===== config.mk =====
export PLATFORM = sky130hd
export DESIGN_NAME = dma_irq_ctrl
export DESIGN_NICKNAME = d
export VERILOG_FILES = /design/src/rtl/dic_pkg.sv /design/src/rtl/dic_bank.sv /design/src/rtl/dic_bus.sv /design/src/rtl/dic_irq_out.sv /design/src/rtl/dma_irq_ctrl.sv
export SDC_FILE = /design/constraint.sdc
export NUM_CORES = 1
export LEC_CHECK = 0
export CAP_MARGIN = 20
export CORE_MARGIN = 8
export CORE_UTILIZATION = 50
export CTS_CLUSTER_DIAMETER = 40
export DETAILED_ROUTE_END_ITERATION = 12
export DONT_BUFFER_PORTS = 1
export PLACE_DENSITY_LB_ADDON = 0.3
export SYNTH_ARGS = -nofsm -noshare
export SYNTH_HDL_FRONTEND = slang
export SYNTH_SLANG_ARGS = --single-unit

===== constraint.sdc =====
create_clock -name clk -period 3.9 [get_ports clk]
set_input_delay 0.195 -clock clk [delete_from_list [all_inputs] [get_ports clk]]
set_output_delay 0.195 -clock clk [all_outputs]
set_load 0.05 [all_outputs]

===== src/rtl/dic_pkg.sv =====
package dic_pkg;
  localparam int DW     = 32;
  localparam int NCH    = 6;
  localparam int NBANK  = 2;
  localparam int EN_LSB = 16;
  localparam int ME_BIT = 23;
  localparam int FL_LSB = 24;
  localparam int MF_BIT = 31;

  localparam logic [DW-1:0] EN_MASK  = DW'({NCH{1'b1}}) << EN_LSB;
  localparam logic [DW-1:0] FL_MASK  = DW'({NCH{1'b1}}) << FL_LSB;
  localparam logic [DW-1:0] ME_MASK  = DW'(1) << ME_BIT;
  localparam logic [DW-1:0] CFG_MASK = EN_MASK | ME_MASK;

  typedef logic [DW-1:0]  word_t;
  typedef logic [NCH-1:0] chan_t;
endpackage


===== src/rtl/dic_bank.sv =====
module dic_bank
  import dic_pkg::*;
#(
  parameter chan_t FORCED = '0
) (
  input  logic  clk,
  input  logic  rst_n,
  input  logic  wr,
  input  word_t wdata,
  input  chan_t done,
  input  logic  rescan,
  output word_t word,
  output logic  mflag_nxt,
  output logic  fire
);
  word_t q, d, cfg_d, clr, acc_w;
  chan_t en_q, flag_q, en_d, flag_d, accept, qual_now;
  logic  men_q, mf_q, rescan_hit, pend_d;

  assign en_q   = q[EN_LSB +: NCH];
  assign flag_q = q[FL_LSB +: NCH];
  assign men_q  = q[ME_BIT];
  assign mf_q   = q[MF_BIT];

  always_comb begin
    accept     = done & (en_q | FORCED);
    qual_now   = flag_q & (en_q | FORCED);
    rescan_hit = rescan && (qual_now != '0);
    fire       = (accept != '0) || rescan_hit;

    cfg_d = wr ? (wdata & CFG_MASK) : (q & CFG_MASK);
    clr   = wr ? (wdata & FL_MASK) : '0;
    acc_w = DW'(accept) << FL_LSB;

    d      = cfg_d | ((q & FL_MASK & ~clr) | acc_w);
    en_d   = d[EN_LSB +: NCH];
    flag_d = d[FL_LSB +: NCH];
    pend_d = (flag_d & (en_d | FORCED)) != '0;
    mflag_nxt = pend_d && (mf_q || (fire && men_q));
    d[MF_BIT] = mflag_nxt;
  end

  always_ff @(posedge clk) begin
    if (!rst_n) q <= '0;
    else        q <= d;
  end

  assign word = q;
endmodule


===== src/rtl/dic_bus.sv =====
module dic_bus
  import dic_pkg::*;
(
  input  logic                  bus_en,
  input  logic                  bus_we,
  input  logic                  bus_addr,
  input  word_t [NBANK-1:0]     words,
  output logic  [NBANK-1:0]     wr_sel,
  output word_t                 rdata
);
  always_comb begin
    for (int b = 0; b < NBANK; b++)
      wr_sel[b] = bus_en && bus_we && (int'(bus_addr) == b);
    rdata = words[bus_addr];
  end
endmodule


===== src/rtl/dic_irq_out.sv =====
module dic_irq_out
  import dic_pkg::*;
(
  input  logic             clk,
  input  logic             rst_n,
  input  logic [NBANK-1:0] mflag_nxt,
  input  logic [NBANK-1:0] fire,
  output logic             irq
);
  always_ff @(posedge clk) begin
    if (!rst_n) irq <= 1'b0;
    else        irq <= (mflag_nxt != '0) || (fire != '0);
  end
endmodule


===== src/rtl/dma_irq_ctrl.sv =====
module dma_irq_ctrl
  import dic_pkg::*;
#(
  parameter logic [5:0] FORCED_B = 6'b001100
) (
  input  logic        clk,
  input  logic        rst_n,
  input  logic        bus_en,
  input  logic        bus_we,
  input  logic        bus_addr,
  input  logic [31:0] bus_wdata,
  output logic [31:0] bus_rdata,
  input  logic [5:0]  done_a,
  input  logic [5:0]  done_b,
  input  logic        rescan_a,
  input  logic        rescan_b,
  output logic        irq
);
  word_t [NBANK-1:0] bank_word;
  chan_t [NBANK-1:0] done_v;
  logic  [NBANK-1:0] rescan_v, wr_sel, mflag_nxt, fire;

  assign done_v   = {done_b, done_a};
  assign rescan_v = {rescan_b, rescan_a};

  dic_bus u_bus (
    .bus_en(bus_en), .bus_we(bus_we), .bus_addr(bus_addr),
    .words(bank_word), .wr_sel(wr_sel), .rdata(bus_rdata)
  );

  for (genvar b = 0; b < NBANK; b++) begin : g_bank
    localparam chan_t FMASK = (b == 1) ? chan_t'(FORCED_B) : '0;
    dic_bank #(.FORCED(FMASK)) u_bank (
      .clk(clk), .rst_n(rst_n), .wr(wr_sel[b]), .wdata(bus_wdata),
      .done(done_v[b]), .rescan(rescan_v[b]), .word(bank_word[b]),
      .mflag_nxt(mflag_nxt[b]), .fire(fire[b])
    );
  end

  dic_irq_out u_irq (
    .clk(clk), .rst_n(rst_n), .mflag_nxt(mflag_nxt), .fire(fire), .irq(irq)
  );
endmodule


# == Yosys cells after proc, flatten, opt, wreduce, memory -nomap -nowiden ==
# Cells that the tools add are included.
# totals
regBits,65
input_bits,51
out_inout_bits,33
word_cells,47
# classes
magnitude_cmp,1
muxes,6
bitwise,15
n_reduce_logical,22
# op_table
operator,count
two-way mux 32 bit,2
AND 30 x 31 -> 31 bit,2
NOT 31 bit,2
bitwise OR 31 x 30 -> 31 bit,2
bitwise OR 31 bit,2
two-way mux 30 bit,2
two-way mux 24 bit,2
AND 6 bit,6
nonzero test 6 bit,6
logical AND 1 bit,9
logical OR 1 bit,5
nonzero test 2 bit,2
"< comparator 1 x 2 -> 1 bit, second input constant",1
NOT 1 bit,1

# == Logic depth before layout (Yosys ltp) ==
# logic_depth
depth_word,12
ltp_mapped,7
depth_no_buf,6

# == Cells and area by module ==
# From an unflattened synthesis, not the netlist that was laid out.
# unflattened
hier_cells,253
hier_area_um2,2428.6
# by_module_without_submodules
module,n_inst,cells_per_inst,area_per_inst_um2,seq_area_each_um2
dic_bank at g_bank[0].u_bank,1,111,980.9,280.3
dic_bank at g_bank[1].u_bank,1,102,869.6,280.3
dic_bus,1,38,546.8,0.0
dic_irq_out,1,2,31.3,20.0

# == Worst setup path after synthesis ==
# OpenSTA, ideal clock, no wires.
# synth_timing
path_type,register to register
startpoint,reg g_bank[0].u_bank.q[19]
endpoint,reg u_irq.irq
setup_ns,0.115
t_arrival_ns,1.380
required_ns,3.785
slack_ns,2.406
path_stages_with_launch,7
path_buffers,0
synth_period_minus_slack_ns,1.494
path_cell_list,dfxtp_1 a22oi_1 nand3_1 a211o_1 a211o_1 a21o_1 o21a_1
# synth_via
elab_chain_len,9
word_cells_on_any_way,17
cone_classes,mux: 1; bitwise: 5; reduce/logical: 11
# synth_rtl
element,line_no,text
"start, declared",dic_bank.sv:16,"word_t q, d, cfg_d, clr, acc_w;"
"start signal, assigned",dic_bank.sv:44,if (!rst_n) q <= '0;
"start signal, assigned",dic_bank.sv:45,else q <= d;
branches (longest 8 deep; another with bitwise OR 31 x 30 -> 31 bit),n/a,
logical OR 1 bit (*),dic_irq_out.sv:12,else irq <= (mflag_nxt != '0) || (fire != '0);
"end signal, assigned",dic_irq_out.sv:12,
"end, declared",dic_irq_out.sv:8,output logic irq
# Mark *: on every way between the ends.
# A chain may end at the register's enable or synchronous reset.

# == Worst setup path in the final report ==
# layout_timing
startpoint,reg g_bank[0].u_bank.q[18]
endpoint,reg u_irq.irq
# The elaborated chain is that of the path after synthesis.

==> impl_results.rst <==
.. list-table::
   :header-rows: 1

   * - Metric
     - Value
   * - Max VDD drop
     - 0.2087 mV
   * - Number of different library cells in the post-synthesis netlist
     - 34
   * - Power per standard cell area
     - around 340 nW/µm²
   * - Overall die width
     - 75.78 µm
   * - Cells on Worst Hold Path
     - 2
   * - Post-detailed-route count of antenna-violating nets
     - 0
   * - Normalized max-slew margin
     - around 37%
   * - Final core utilization
     - 53.30%
   * - Max-slew violation total from the final report
     - 0
   * - I/O pin total
     - between 80 and 90
   * - Clock sink count
     - 29
   * - Clock tree from TritonCTS
     - yes
   * - Leak
     - 0.6817 nW
   * - Area share of the largest cell type after synthesis
     - 32.49%
   * - Critical path startpoint category
     - register
   * - Share of cells above drive strength 1
     - approximately 10%
   * - Category of the critical setup timing path
     - reg -> reg
   * - Detailed-route wire length per cell
     - around 19 µm
   * - Rows
     - 21
   * - Data required time of the worst path
     - about 4.1 ns
   * - Endpoint of the most critical register-to-register path
     - u_irq.irq
   * - Maximum clock frequency
     - 572.3 MHz
   * - Total negative slack
     - 0 ns
   * - Buffers on Ports
     - 0
   * - Number of detailed-routing iterations run before antenna repair
     - 4
   * - Syn Std Cell Area
     - about 1800 µm²
   * - Global-route wire length before repair
     - 7.665 mm
   * - Vias
     - approximately 1,600
   * - Routability Congestion
     - 0.8887
   * - Most used DFF post-synth
     - sky130_fd_sc_hd__dfxtp_1
   * - Total Die Area
     - roughly 5700 µm²
   * - Startpoint of the worst-slack reg-to-reg timing path
     - g_bank[0].u_bank.word[18]
   * - Fin crit period
     - between 1.5 and 2 ns
   * - Worst min-delay path category
     - in -> reg
   * - Effective utilization at floorplan
     - between 50% and 60%
   * - Pin count of the biggest net entering global routing
     - 25
   * - Number of warnings issued by yosys
     - 0
   * - Post-Syn Instances
     - approximately 230
   * - Failing checks
     - hold timing
   * - Hold_sp
     - bus_wdata[16]
   * - Worst r2r path cells
     - 6
   * - Sequential element share of the synthesized area
     - about a third
   * - Placed wire-length estimate after detailed placement
     - about 3.8 mm
   * - Vias per cell
     - slightly below 6
   * - Result of the run
     - finished, violations left
   * - Number of hold violations in the final report
     - 4
   * - Overall Global Routing Usage
     - between 10% and 20%
   * - Capturing element type of the critical path
     - register
   * - Post-CTS sizing
     - 0
   * - Vias in the first global route
     - 1,541
   * - Number of antenna violations at the first check in global routing
     - 0
   * - Worst endpoint data arrival time
     - 1.97 ns
   * - Quantity of hold-fixing buffers added after cts
     - 1
   * - Hold worst-path end
     - g_bank[1].u_bank.word[16]
   * - Hold Slack
     - -0.004141 ns
   * - Top cells by area in the synthesized netlist
     - sky130_fd_sc_hd__dfxtp_1 (32%), sky130_fd_sc_hd__nand2_1 (12%), sky130_fd_sc_hd__mux2_2 (9.5%)
   * - Bufs on Longest Clock Path
     - 2
   * - Max cap viols
     - 0
   * - Post-CTS Setup Inserts
     - 0
   * - Post-synthesis to final-layout area growth
     - 1.120%
   * - Iteration-0 DRC Markers
     - between 150 and 200
   * - Core region area
     - roughly 3400 µm²
   * - Worst clock skew on the final layout
     - between 0.01 and 0.015 ns
   * - Setup slack on the worst flop-to-flop path
     - 2.15 ns
   * - Most used cells in the layout excluding fill and tap cells
     - sky130_fd_sc_hd__nand2_1 (57), sky130_fd_sc_hd__dfxtp_1 (29), sky130_fd_sc_hd__a21boi_0 (20)
   * - Total Wirelength
     - ~5.1 mm
   * - Setup repair after global routing missed its margin
     - no
   * - Most common library cell in the layout ignoring fill and taps
     - sky130_fd_sc_hd__nand2_1
   * - H-tree level count
     - 2
   * - Measured slew at the worst slew-check pin
     - 0.9460 ns
   * - Number of nets in the layout
     - ~280
   * - Fraction of the cycle the final worst path needs
     - between 40 and 50%
   * - Diode insertion count for antenna repair
     - 0
   * - Overall power
     - 0.6182 mW
   * - Area leader, netlist
     - sky130_fd_sc_hd__dfxtp_1
   * - Setup-failing EPs final
     - 0
   * - Yosys reg bits
     - 29
   * - Die boundary height
     - around 76 µm
   * - EDFF count, synth
     - 0
   * - Number of buffers created by CTS
     - 5
   * - Syn avg cell area
     - 7.941 µm²
   * - Register clock-pin slew on the reported worst setup and hold paths
     - 0.09 ns
   * - Top fanout value on the critical path
     - 5
   * - # DRC
     - 0
   * - Worst-skew pair later-pin latency
     - ~0.33 ns
   * - Clk Tree Root Cell
     - sky130_fd_sc_hd__clkbuf_4
   * - Overall overflow remaining after global route
     - 0
   * - Async set or reset register ratio after synthesis
     - 0%
## flip-flops by register name, indices dropped and copies added (netlist names)
register,flops
u_irq.irq,1
g_bank.u_bank.word,28
## logic make-up after synthesis
group | Yosys count | synth area share [%]
AOI/OAI and AO/OA | 61 | 23.88
buffers and inverters | 26 | 9.313
DFF | 29 | 32.49
muxes | 16 | 10.08
other | 1 | 0.2099
and+or+nand+nor | 92 | 24.02
## cell type report
class	instances	area, µm²
fill	345	1583
multi-input combinational	187	1104
sequential	29	580.6
tap	46	57.56
clock buffer	7	55.05
timing repair buffer	1	10.01
## power breakdown
part	switching [mW]	internal (mW)	total, mW
Sequential	0.0140	0.306	0.320
Clock	0.104	0.0849	0.189
Combinational	0.0818	0.0275	0.109
Total	0.200	0.418	0.618
## how the worst max path moves through the flow
stage,cells after the start,slack (ns),endpoint,start
after CTS,6,2.17,u_irq.irq,g_bank[0].u_bank.word[18]
final,6,2.15,u_irq.irq,g_bank[0].u_bank.word[18]
after detailed placement,6,2.10,u_irq.irq,bus_addr
after floorplan,6,2.41,u_irq.irq,g_bank[0].u_bank.word[19]
after global routing,6,2.08,u_irq.irq,g_bank[0].u_bank.word[17]
after global placement,6,2.09,u_irq.irq,bus_addr
## per-stage QoR
step | cell area [µm²] | cells | setup slack, ns
2_1_floorplan | 1851 | 242 | 2.406
3_3_place_gp | 1742 | 262 | 2.085
3_5_place_dp | 1742 | 262 | 2.098
4_1_cts | 1807 | 270 | 2.175
5_1_grt | 1807 | 270 | 2.079
6_report | 1807 | 270 | 2.153
## cells in the mapped netlist (2+ instances only)
cell type,count
sky130_fd_sc_hd__a211o_1,2
sky130_fd_sc_hd__a22oi_1,9
sky130_fd_sc_hd__nand2b_1,3
sky130_fd_sc_hd__and3_1,3
sky130_fd_sc_hd__a211oi_1,3
sky130_fd_sc_hd__a21o_1,2
sky130_fd_sc_hd__nand4_1,6
sky130_fd_sc_hd__nand3_1,8
sky130_fd_sc_hd__a222oi_1,2
sky130_fd_sc_hd__nor2b_1,8
sky130_fd_sc_hd__buf_4,18
sky130_fd_sc_hd__o21a_1,2
sky130_fd_sc_hd__a21oi_1,3
sky130_fd_sc_hd__mux2_2,15
sky130_fd_sc_hd__dfxtp_1,29
sky130_fd_sc_hd__clkbuf_1,6
sky130_fd_sc_hd__nand2_1,57
sky130_fd_sc_hd__o21ai_0,14
sky130_fd_sc_hd__a21boi_0,20
## critical path, stage by stage, from the launching register on
cell and delay (ns):
sky130_fd_sc_hd__dfxtp_1 0.38, sky130_fd_sc_hd__a22oi_1 0.23, sky130_fd_sc_hd__nand3_1 0.12, sky130_fd_sc_hd__a211o_1 0.36
sky130_fd_sc_hd__a211o_1 0.24, sky130_fd_sc_hd__a21o_1 0.16, sky130_fd_sc_hd__o21a_1 0.15
## per-layer routing
metal	share of wire [%]	routed length (µm)	GRT usage (%)	vias to the layer above
met2	45	2301	28.99	77
met1	40	2036	21.10	741
met5	0	0	0	-
met4	1.9	95	6.397	0
met3	12	630	6.842	9
li1	-	-	-	762
(Power assumes the default switching activity.)
